[src/rtl/uart_hostreg_pkg.sv]
package uart_hostreg_pkg;
   // register offsets
   localparam int unsigned OFS_DATA = 0;
   localparam int unsigned OFS_IEN  = 1;
   localparam int unsigned OFS_IID  = 2;
   localparam int unsigned OFS_LST  = 3;
   localparam int unsigned OFS_MST  = 4;

   // enable / cause bit positions
   localparam int unsigned SRC_RX  = 0;
   localparam int unsigned SRC_TX  = 1;
   localparam int unsigned SRC_ERR = 2;
   localparam int unsigned SRC_MDM = 3;
   localparam int unsigned NUM_SRC = 4;

   typedef logic [NUM_SRC-1:0] src_vec_t;

   // identification codes
   localparam logic [3:0] IID_NONE = 4'h1;
   localparam logic [3:0] IID_ERR  = 4'h6;
   localparam logic [3:0] IID_RX   = 4'h4;
   localparam logic [3:0] IID_TX   = 4'h2;
   localparam logic [3:0] IID_MDM  = 4'h0;

   // line status bit positions
   localparam int unsigned LST_DR  = 0;
   localparam int unsigned LST_OVR = 1;
   localparam int unsigned LST_ERR = 2;
   localparam int unsigned LST_TXE = 3;
endpackage

[src/rtl/uhr_tx_hold.sv]
module uhr_tx_hold #(
   parameter int unsigned DATA_W = 8
) (
   input  logic              clk,
   input  logic              rst_n,
   input  logic              wr_i,
   input  logic [DATA_W-1:0] wdata_i,
   input  logic              idle_i,
   output logic              load_o,
   output logic [DATA_W-1:0] data_o,
   output logic              full_o,
   output logic              emptied_o
);
   logic              full_q;
   logic [DATA_W-1:0] hold_q;

   assign load_o    = full_q & idle_i;
   assign emptied_o = load_o & ~wr_i;
   assign data_o    = hold_q;
   assign full_o    = full_q;

   always_ff @(posedge clk or negedge rst_n) begin
      if (!rst_n) begin
         full_q <= 1'b0;
         hold_q <= '0;
      end else begin
         if (wr_i) begin
            full_q <= 1'b1;
            hold_q <= wdata_i;
         end else if (load_o) begin
            full_q <= 1'b0;
         end
      end
   end
endmodule

[src/rtl/uhr_rx_buf.sv]
module uhr_rx_buf #(
   parameter int unsigned DATA_W = 8
) (
   input  logic              clk,
   input  logic              rst_n,
   input  logic              push_i,
   input  logic [DATA_W-1:0] pdata_i,
   input  logic              rd_i,
   input  logic              err_i,
   input  logic              clr_err_i,
   output logic [DATA_W-1:0] data_o,
   output logic              ready_o,
   output logic              ovr_o,
   output logic              lerr_o
);
   logic [DATA_W-1:0] buf_q;
   logic              rdy_q;
   logic              ovr_q;
   logic              lerr_q;

   assign data_o  = buf_q;
   assign ready_o = rdy_q;
   assign ovr_o   = ovr_q;
   assign lerr_o  = lerr_q;

   always_ff @(posedge clk or negedge rst_n) begin
      if (!rst_n) begin
         buf_q  <= '0;
         rdy_q  <= 1'b0;
         ovr_q  <= 1'b0;
         lerr_q <= 1'b0;
      end else begin
         if (push_i) begin
            buf_q <= pdata_i;
            rdy_q <= 1'b1;
         end else if (rd_i) begin
            rdy_q <= 1'b0;
         end
         if (push_i && rdy_q && !rd_i) ovr_q <= 1'b1;
         else if (clr_err_i)          ovr_q <= 1'b0;
         if (err_i)          lerr_q <= 1'b1;
         else if (clr_err_i) lerr_q <= 1'b0;
      end
   end
endmodule

[src/rtl/uhr_irq.sv]
module uhr_irq
   import uart_hostreg_pkg::*;
#(
   parameter bit IRQ_REG = 1'b1
) (
   input  logic       clk,
   input  logic       rst_n,
   input  src_vec_t   ena_i,
   input  logic       tx_set_i,
   input  logic       tx_clr_i,
   input  logic       iid_rd_i,
   input  logic       err_i,
   input  logic       rx_i,
   input  logic       mdm_i,
   output logic [3:0] iid_o,
   output logic       irq_o
);
   logic     tx_pend_q;
   src_vec_t pend;
   src_vec_t act;

   always_comb begin
      pend          = '0;
      pend[SRC_RX]  = rx_i;
      pend[SRC_TX]  = tx_pend_q;
      pend[SRC_ERR] = err_i;
      pend[SRC_MDM] = mdm_i;
      act           = pend & ena_i;
      if      (act[SRC_ERR]) iid_o = IID_ERR;
      else if (act[SRC_RX])  iid_o = IID_RX;
      else if (act[SRC_TX])  iid_o = IID_TX;
      else if (act[SRC_MDM]) iid_o = IID_MDM;
      else                   iid_o = IID_NONE;
   end

   always_ff @(posedge clk or negedge rst_n) begin
      if (!rst_n)                              tx_pend_q <= 1'b1;
      else if (tx_set_i)                       tx_pend_q <= 1'b1;
      else if (tx_clr_i)                       tx_pend_q <= 1'b0;
      else if (iid_rd_i && iid_o == IID_TX)    tx_pend_q <= 1'b0;
   end

   generate
      if (IRQ_REG) begin : g_reg
         logic irq_q;
         always_ff @(posedge clk or negedge rst_n) begin
            if (!rst_n) irq_q <= 1'b0;
            else        irq_q <= |act;
         end
         assign irq_o = irq_q;
      end else begin : g_comb
         assign irq_o = |act;
      end
   endgenerate
endmodule

[src/rtl/uart_hostreg.sv]
module uart_hostreg
   import uart_hostreg_pkg::*;
#(
   parameter int unsigned DATA_W  = 8,
   parameter int unsigned ADDR_W  = 3,
   parameter bit          IRQ_REG = 1'b1
) (
   input  logic              clk,
   input  logic              rst_n,
   input  logic              host_sel_i,
   input  logic              host_wr_i,
   input  logic [ADDR_W-1:0] host_addr_i,
   input  logic [DATA_W-1:0] host_wdata_i,
   output logic [DATA_W-1:0] host_rdata_o,
   input  logic              tx_idle_i,
   output logic              tx_load_o,
   output logic [DATA_W-1:0] tx_data_o,
   input  logic              rx_valid_i,
   input  logic [DATA_W-1:0] rx_data_i,
   input  logic              rx_err_i,
   input  logic              modem_chg_i,
   output logic              irq_o
);
   localparam int unsigned LST_W = LST_TXE + 1;

   generate
      if (DATA_W < NUM_SRC) begin : g_bad_data
         $error("DATA_W must hold the enable and identification fields");
      end
      if (ADDR_W < 3) begin : g_bad_addr
         $error("ADDR_W must reach offset 4");
      end
   endgenerate

   logic              wr_data, rd_data, wr_ien, rd_iid, rd_lst, rd_mst;
   logic              thr_full, tx_emptied;
   logic [DATA_W-1:0] rbr_data;
   logic              dr, ovr, lerr;
   src_vec_t          ien_q;
   logic              mdm_q;
   logic [3:0]        iid;
   logic [LST_W-1:0]  lst;

   always_comb begin
      wr_data = host_sel_i &  host_wr_i & (host_addr_i == ADDR_W'(OFS_DATA));
      rd_data = host_sel_i & ~host_wr_i & (host_addr_i == ADDR_W'(OFS_DATA));
      wr_ien  = host_sel_i &  host_wr_i & (host_addr_i == ADDR_W'(OFS_IEN));
      rd_iid  = host_sel_i & ~host_wr_i & (host_addr_i == ADDR_W'(OFS_IID));
      rd_lst  = host_sel_i & ~host_wr_i & (host_addr_i == ADDR_W'(OFS_LST));
      rd_mst  = host_sel_i & ~host_wr_i & (host_addr_i == ADDR_W'(OFS_MST));
   end

   uhr_tx_hold #(.DATA_W(DATA_W)) tx_i (
      .clk       (clk),
      .rst_n     (rst_n),
      .wr_i      (wr_data),
      .wdata_i   (host_wdata_i),
      .idle_i    (tx_idle_i),
      .load_o    (tx_load_o),
      .data_o    (tx_data_o),
      .full_o    (thr_full),
      .emptied_o (tx_emptied)
   );

   uhr_rx_buf #(.DATA_W(DATA_W)) rx_i (
      .clk       (clk),
      .rst_n     (rst_n),
      .push_i    (rx_valid_i),
      .pdata_i   (rx_data_i),
      .rd_i      (rd_data),
      .err_i     (rx_err_i),
      .clr_err_i (rd_lst),
      .data_o    (rbr_data),
      .ready_o   (dr),
      .ovr_o     (ovr),
      .lerr_o    (lerr)
   );

   uhr_irq #(.IRQ_REG(IRQ_REG)) irq_i (
      .clk      (clk),
      .rst_n    (rst_n),
      .ena_i    (ien_q),
      .tx_set_i (tx_emptied),
      .tx_clr_i (wr_data),
      .iid_rd_i (rd_iid),
      .err_i    (ovr | lerr),
      .rx_i     (dr),
      .mdm_i    (mdm_q),
      .iid_o    (iid),
      .irq_o    (irq_o)
   );

   always_ff @(posedge clk or negedge rst_n) begin
      if (!rst_n) begin
         ien_q <= '0;
         mdm_q <= 1'b0;
      end else begin
         if (wr_ien) ien_q <= host_wdata_i[NUM_SRC-1:0];
         if (modem_chg_i) mdm_q <= 1'b1;
         else if (rd_mst) mdm_q <= 1'b0;
      end
   end

   always_comb begin
      lst          = '0;
      lst[LST_DR]  = dr;
      lst[LST_OVR] = ovr;
      lst[LST_ERR] = lerr;
      lst[LST_TXE] = ~thr_full;
      host_rdata_o = '0;
      if (host_sel_i && !host_wr_i) begin
         case (host_addr_i)
            ADDR_W'(OFS_DATA): host_rdata_o = rbr_data;
            ADDR_W'(OFS_IEN):  host_rdata_o = DATA_W'(ien_q);
            ADDR_W'(OFS_IID):  host_rdata_o = DATA_W'(iid);
            ADDR_W'(OFS_LST):  host_rdata_o = DATA_W'(lst);
            ADDR_W'(OFS_MST):  host_rdata_o = DATA_W'(mdm_q);
            default:           host_rdata_o = '0;
         endcase
      end
   end
endmodule

[config.mk]
export PLATFORM = sky130hd
export DESIGN_NAME = uart_hostreg
export DESIGN_NICKNAME = d
export VERILOG_FILES = /design/src/rtl/uart_hostreg_pkg.sv /design/src/rtl/uhr_tx_hold.sv /design/src/rtl/uhr_rx_buf.sv /design/src/rtl/uhr_irq.sv /design/src/rtl/uart_hostreg.sv
export SDC_FILE = /design/constraint.sdc
export NUM_CORES = 1
export LEC_CHECK = 0
export BUFFER_PORTS_ARGS = -buffer_cell sky130_fd_sc_hd__clkbuf_2
export CAP_MARGIN = 40
export CORE_MARGIN = 4
export CORE_UTILIZATION = 50
export CTS_CLUSTER_SIZE = 20
export DETAILED_ROUTE_END_ITERATION = 8
export GPL_TIMING_DRIVEN = 0
export MAX_ROUTING_LAYER = met4
export PLACE_DENSITY = 0.86
export SYNTH_ARGS = -nofsm -noshare
export SYNTH_HDL_FRONTEND = slang
export SYNTH_HIERARCHICAL = 1
export SYNTH_SLANG_ARGS = --single-unit
export TNS_END_PERCENT = 100
[constraint.sdc]
create_clock -name clk -period 2.4 [get_ports clk]
set_clock_uncertainty 0.2 [all_clocks]
set_input_delay 0.36 -clock clk [delete_from_list [all_inputs] [get_ports clk]]
set_output_delay 0.36 -clock clk [all_outputs]
set_load 0.01 [all_outputs]
==> results of run 1 <==
[report_power, final]
group / switching [W] / internal [W]
sequential: 0.0000581 / 0.000531
combinational: 0.000125 / 0.000192
clock: 0.000134 / 0.0000637
total: 0.000318 / 0.000786
[flip-flops by register name, summed over array words and instances, names as in the netlist]
| name | flops |
|---|---|
| ien_q | 4 |
| irq_i/irq_o | 1 |
| irq_i/tx_pend_q | 1 |
| mdm_q | 1 |
| rx_i/data_o | 8 |
| rx_i/lerr_o | 1 |
| rx_i/ovr_o | 1 |
| rx_i/ready_o | 1 |
| tx_i/data_o | 8 |
| tx_i/full_o | 1 |
[kinds of logic (layout without fill, tap and decap cells)]
family                 after synthesis  in the layout  synth area share, %
AO/OA/AOI/OAI                       18             18                 11.0
buffers and inverters                8             63                 3.91
AND/OR/NAND/NOR                     30             30                 13.7
multiplexers                        26             26                 24.1
other                                1              1                0.260
flip-flops                          27             27                 47.0
[cell type report]
| type | instances | share of cell area, % |
|---|---|---|
| Multi-Input combinational cell | 75 | 39.8 |
| Sequential cell | 27 | 37.5 |
| Timing Repair Buffer | 51 | 15.7 |
| Buffer | 4 | 2.29 |
| Tap cell | 31 | 2.15 |
| Clock buffer | 3 | 1.25 |
| Inverter | 4 | 0.832 |
| Clock inverter | 1 | 0.416 |
[how the worst max path moves through the flow]
stage / startpoint / to / slack [ns]
after CTS: rx_i/ovr_o$_DFFE_PN0P_ / host_rdata_o[0] / -0.07
after global routing: rx_i/lerr_o$_DFFE_PN0P_ / host_rdata_o[0] / -0.19
after detailed placement: rx_i/lerr_o$_DFFE_PN0P_ / host_rdata_o[0] / 0.13
after floorplan: rx_i/lerr_o$_DFFE_PN0P_ / host_rdata_o[0] / 0.26
after global placement: rx_i/lerr_o$_DFFE_PN0P_ / host_rdata_o[0] / 0.14
final: rx_i/lerr_o$_DFFE_PN0P_ / host_rdata_o[0] / -0.11
[routing by layer]
metal,track usage (%),vias to the layer above,wire (µm)
met4,7.88,0,63
met5,-,-,0
met2,29.4,44,1690
li1,-,505,-
met3,2.10,8,171
met1,22.9,536,1280
[worst max-delay path, delay by kind of cell, from the launching register on]
kind	cells	cell delay [ns]
AO/OA/AOI/OAI	4	0.63
flip-flops	1	0.41
AND/OR/NAND/NOR	1	0.26
multiplexers	1	0.18
buffers and inverters	1	0.15
[stage by stage]
stage	hold WS, ns	total power [W]	area [µm²]	worst slack, ns
2_1_floorplan	-0.136	0.000765	1440	0.264
3_3_place_gp	0.199	0.000859	1690	0.136
3_5_place_dp	0.219	0.000876	1690	0.128
4_1_cts	0.000346	0.00109	1780	-0.0659
5_1_grt	0.000262	0.00116	1810	-0.187
6_report	0.00424	0.00110	1810	-0.106
[synth_stat cells]
cell type | n | area share, %
o22a_1 | 2 | 1.2
mux2_4 | 16 | 17
nor4b_1 | 1 | 0.61
a221o_1 | 1 | 0.70
mux2_1 | 4 | 3.1
nor2_1 | 6 | 1.6
a22o_4 | 1 | 1.2
inv_1 | 4 | 1.0
mux2_2 | 1 | 0.78
o21ai_2 | 1 | 0.61
and4_1 | 1 | 0.61
and3_4 | 1 | 0.78
dfstp_2 | 1 | 1.8
buf_4 | 1 | 0.52
nand2_1 | 2 | 0.52
a221oi_1 | 1 | 0.61
nand2b_1 | 3 | 1.3
a21o_2 | 2 | 1.2
nor2_4 | 1 | 0.78
a21o_1 | 3 | 1.6
o22a_2 | 1 | 0.70
nand3b_1 | 3 | 1.6
and2b_2 | 1 | 0.61
nor2b_1 | 1 | 0.43
or2_1 | 1 | 0.43
mux2i_1 | 5 | 3.5
a31oi_1 | 1 | 0.43
nand3_1 | 1 | 0.35
and2_1 | 5 | 2.2
or2_2 | 1 | 0.43
a32o_1 | 2 | 1.4
buf_6 | 3 | 2.3
dfrtp_1 | 26 | 45
a21oi_1 | 2 | 0.70
o21ba_2 | 1 | 0.70
and2b_1 | 1 | 0.52
conb_1 | 1 | 0.26
nand4b_2 | 1 | 1.0
[timing repair]
action	4_1_cts	5_1_grt
buffers inserted	3	3
hold endpoints to repair	27	0
pin swaps	4	4
gates resized for setup	3	3
hold buffers	2	0
setup endpoints to repair	1	2
[placed cells by master, fill, tap and decap left out, drive strengths merged, types with 2 or more instances in the layout]
cell type / instances
clkbuf: 44
dfrtp: 26
mux2: 21
buf: 12
nor2: 7
and2: 5
mux2i: 5
a21o: 5
inv: 4
nand2b: 3
nand3b: 3
o22a: 3
a21oi: 2
nand2: 2
dlygate4sd3: 2
a32o: 2
and2b: 2
or2: 2
==> out/results.ini, run 1 <==
[cells_and_area]
final_cells=196
final_util_pct=65.5
syn2layout_area_growth_pct=25.4
drive_gt1_share_pct=52.7
multi_input_area_um2=719
seq_area_um2=677
final_nets=193
num-fill-cells=207
n_antenna_cell=0

[power]
power.density_nw_per_um2=612
leakage_nw=0.889
ir_drop_uv=556

[worst_setup_path]
max_stage_delay_ns=0.41
r2r_cells=6
critPathLaunchType=register
reg2reg_from=rx_i/lerr_o$_DFFE_PN0P_
cp_max_fo=2
crit_required_ns=1.84
rrSetupSlack_ns=0.57
crit_chain=or2_4, a22o_4, a221oi_2, mux2_4, a31oi_1, a21oi_1, buf_2
end_kind=output pin
cp_slowest_cell=dfrtp_1
r2r_end=irq_i/irq_o$_DFF_PN0_
cp_data_arrival_time_ns=1.95
worstSetupPathType=reg -> out

[logic_synthesis]
ys_types=38
ys_seq_area_share_pct=47.0
ys.warnings.count=6
avgSynthCellArea_um2=13.1
syn_area_um2=1440
syn_nets=137
ys_seq_elements=27
syn_inst=110

[grt]
grt_overflow=0
grt_pass1_vias=1078
grt_max_degree=28
grt_usage_pct=18.2
grt_pass1_wl_mm=4.91
antenna_found_initial=0

[sta]
rsz0062_at_grt=yes
worst_pin_slew_ns=0.659
maxSlewHeadroom_pct=56.1
tns_ns=-0.150
hold_viol=0
fmax_ghz=0.399
maxSlewViolCount=0
setup_violations=2
post-route-min-period_ns=2.51
setup_ws_ns=-0.106
period_share_pct=104

[hold_path]
min_path_type=in -> reg
worst_hold_startpoint=rx_err_i
min_to=rx_i/lerr_o$_DFFE_PN0P_
holdPathStages=2

[cts]
cts_made_buffers=3
cts_tree=yes
clock_sinks=27
clockRootBuffer=clkbuf_4
cts.reportedPaths.clkPinSlew_ns=0.14
clock_path_buffers=2
htreeDepth=1
clock_latency_ns=0.32

[drt]
wl_mm=3.20
dr.pass1.iters=4
wl_per_cell_um=16.3
drcViolationCount=0
drtIter0Drc=44
ant_nets=0
avgViaCountPerCell=5.58
num_vias=1093

[floorplanning]
io_pins=45
die_x_um=61.7
rows=19
start_util_pct=52.2
fp.dieArea_um2=3800
core_area_um2=2760
die_h_um=61.7

[placed_design]
place_congestion=0.816
io_buffers=43
dp_cells=184
hpwlAfterDp_mm=2.36

[run]
cap_viol_max_count=0

[run_status]
status=finished with violations
violations=setup timing

(Power assumes the default switching activity.)
==> inputs of run 2 (changes only) <==
--- a/config.mk
+++ b/config.mk
@@ -5,7 +5,7 @@
 export SDC_FILE = /design/constraint.sdc
 export NUM_CORES = 1
 export LEC_CHECK = 0
-export BUFFER_PORTS_ARGS = -buffer_cell sky130_fd_sc_hd__clkbuf_2
+export BUFFER_PORTS_ARGS = -buffer_cell sky130_fd_sc_hd__buf_2
 export CAP_MARGIN = 40
 export CORE_MARGIN = 4
 export CORE_UTILIZATION = 50
==> out/results.ini, run 2 (synthesized netlist as in run 1, its figures left out) <==
[placed_design]
dp_cells=184  ; unchanged
io_buffers=43  ; unchanged
place_congestion=0.810  ; was 0.816
hpwlAfterDp_mm=2.35  ; was 2.36 mm

[cts]
clockRootBuffer=clkbuf_4  ; unchanged
htreeDepth=1  ; unchanged
cts_made_buffers=3  ; unchanged
cts_tree=yes  ; unchanged
clock_sinks=27  ; unchanged
cts.reportedPaths.clkPinSlew_ns=0.15  ; was 0.14 ns
clock_path_buffers=2  ; unchanged
clock_latency_ns=0.33  ; was 0.32 ns

[power]
power.density_nw_per_um2=609  ; was 612 nW/µm²
leakage_nw=0.889  ; about the same
ir_drop_uv=471  ; was 556 µV

[floorplanning]
die_x_um=61.7  ; unchanged
die_h_um=61.7  ; unchanged
start_util_pct=52.2  ; unchanged
io_pins=45  ; unchanged
core_area_um2=2760  ; unchanged
fp.dieArea_um2=3800  ; unchanged
rows=19  ; unchanged

[sta]
hold_viol=0  ; unchanged
rsz0062_at_grt=yes  ; unchanged
maxSlewHeadroom_pct=60.6  ; was 56.1%
fmax_ghz=0.397  ; was 0.399 GHz
worst_pin_slew_ns=0.591  ; was 0.659 ns
worst_hold_slack_ns=0.0490  ; was 0.00424 ns
post-route-min-period_ns=2.52  ; was 2.51 ns
setup_violations=2  ; unchanged
maxSlewViolCount=0  ; unchanged
period_share_pct=105  ; was 104%
setup_ws_ns=-0.121  ; was -0.106 ns

[worst_setup_path]
cp_max_fo=2  ; unchanged
cp_data_arrival_time_ns=1.96  ; was 1.95 ns
max_stage_delay_ns=0.40  ; was 0.41 ns
end_kind=output pin  ; unchanged
critPathLaunchType=register  ; unchanged
startpoint=rx_i/lerr_o$_DFFE_PN0P_  ; unchanged
timing.critical_path.buf_inv=1  ; unchanged
cp_slowest_cell=dfrtp_1  ; unchanged
crit_required_ns=1.84  ; about the same
reg2reg_from=rx_i/lerr_o$_DFFE_PN0P_  ; unchanged
crit_chain=or2_4, a22o_4, a221oi_2, mux2_4, a31oi_1, a21oi_1, buf_2  ; unchanged
worstSetupPathType=reg -> out  ; unchanged
cp_top_family=compound AO/OA/AOI/OAI gates  ; unchanged

[grt]
grt_max_degree=28  ; unchanged
grt_overflow=0  ; unchanged
grt_pass1_vias=1074  ; was 1078
grt_usage_pct=18.6  ; was 18.2%
antenna_found_initial=0  ; unchanged
grt_pass1_wl_mm=5.00  ; was 4.91 mm

[drt]
avgViaCountPerCell=5.48  ; was 5.58
drtIter0Drc=33  ; was 44
ant_nets=0  ; unchanged
met3WireLength_um=157  ; was 171 µm
num_vias=1074  ; was 1093
dr.pass1.iters=4  ; unchanged
drcViolationCount=0  ; unchanged
drt-met1-wl_mm=1.31  ; was 1.28 mm
wl_mm=3.19  ; was 3.20 mm
wl_per_cell_um=16.3  ; about the same
top_layer=met4  ; unchanged
met2_length_mm=1.66  ; was 1.69 mm

[run]
cap_viol_max_count=0  ; unchanged

[hold_path]
worst_hold_startpoint=host_wdata_i[3]  ; was rx_err_i
min_path_type=in -> reg  ; unchanged

[run_status]
violations=setup timing  ; unchanged
status=finished with violations  ; unchanged

[cells_and_area]
final_util_pct=65.6  ; was 65.5%
layout_common_cells=buf_2, dfrtp_1, mux2_4  ; was clkbuf_2, dfrtp_1, mux2_4
n_antenna_cell=0  ; unchanged
syn2layout_area_growth_pct=25.5  ; was 25.4%
final_cells=196  ; unchanged
final_nets=193  ; unchanged
drive_gt1_share_pct=52.1  ; was 52.7%
final_common_cell=buf_2  ; was clkbuf_2

-- run 2: cell count changes in the layout (fill, tap and decap cells not counted) --
cell	change
clkbuf_2	-41
buf_4	-1
dlygate4sd3_1	+1
buf_2	+41
-- run 2: final timing paths --
path	depth (start not counted)	slack (ns)	end
max in group asynchronous	2	1.26	rx_i/data_o[3]$_DFFE_PN0P_
setup / recovery	7	-0.12	host_rdata_o[0]
hold / removal	2	0.05	ien_q[3]$_DFFE_PN0P_
min in group asynchronous	2	0.34	tx_i/data_o[3]$_DFFE_PN0P_
setup reg to reg	5	0.72	irq_i/irq_o$_DFF_PN0_
hold reg to reg	1	0.33	rx_i/data_o[6]$_DFFE_PN0P_
-- run 2: through the flow --
stage / total power, W / area [µm²] / setup WS (ns) / TNS (ns)
2_1_floorplan: 0.000765 / 1440 / 0.264 / 0
3_3_place_gp: 0.000858 / 1690 / 0.148 / 0
3_5_place_dp: 0.000875 / 1690 / 0.100 / 0
4_1_cts: 0.00110 / 1790 / -0.109 / -0.109
5_1_grt: 0.00117 / 1810 / -0.238 / -0.416
6_report: 0.00110 / 1810 / -0.121 / -0.184
-- run 2: cell type report --
cell class	count	area (µm²)
fillers	210	950
multi-input cells	75	719
flip-flops and latches	27	677
repair buffers	51	287
plain buffers	4	41.3
well taps	31	38.8
clock buffers	3	22.5
inverters	4	15.0
clock inverters	1	7.51
-- run 2: repair_timing --
| item | 4_1_cts | 5_1_grt |
|---|---|---|
| endpoints found under the hold margin | 28 | 0 |
| endpoints found under the setup margin | 1 | 2 |
| hold buffers | 3 | 0 |
| pin swaps | 4 | 3 |
| resized for setup | 3 | 1 |
| buffers inserted | 3 | 2 |
-- run 2: power by group --
part,leakage [nW],total (W),switching (W),internal [W]
sequential,0.311,0.000590,0.0000589,0.000531
combinational,0.564,0.000311,0.000123,0.000188
clock,0.0139,0.000200,0.000136,0.0000638
total,0.889,0.00110,0.000318,0.000783
-- run 2: metal layers --
layer | up-vias | global-route usage (%)
met5 | - | -
met4 | 0 | 7.88
met3 | 6 | 2.10
met2 | 33 | 28.0
met1 | 534 | 25.4
li1 | 501 | -
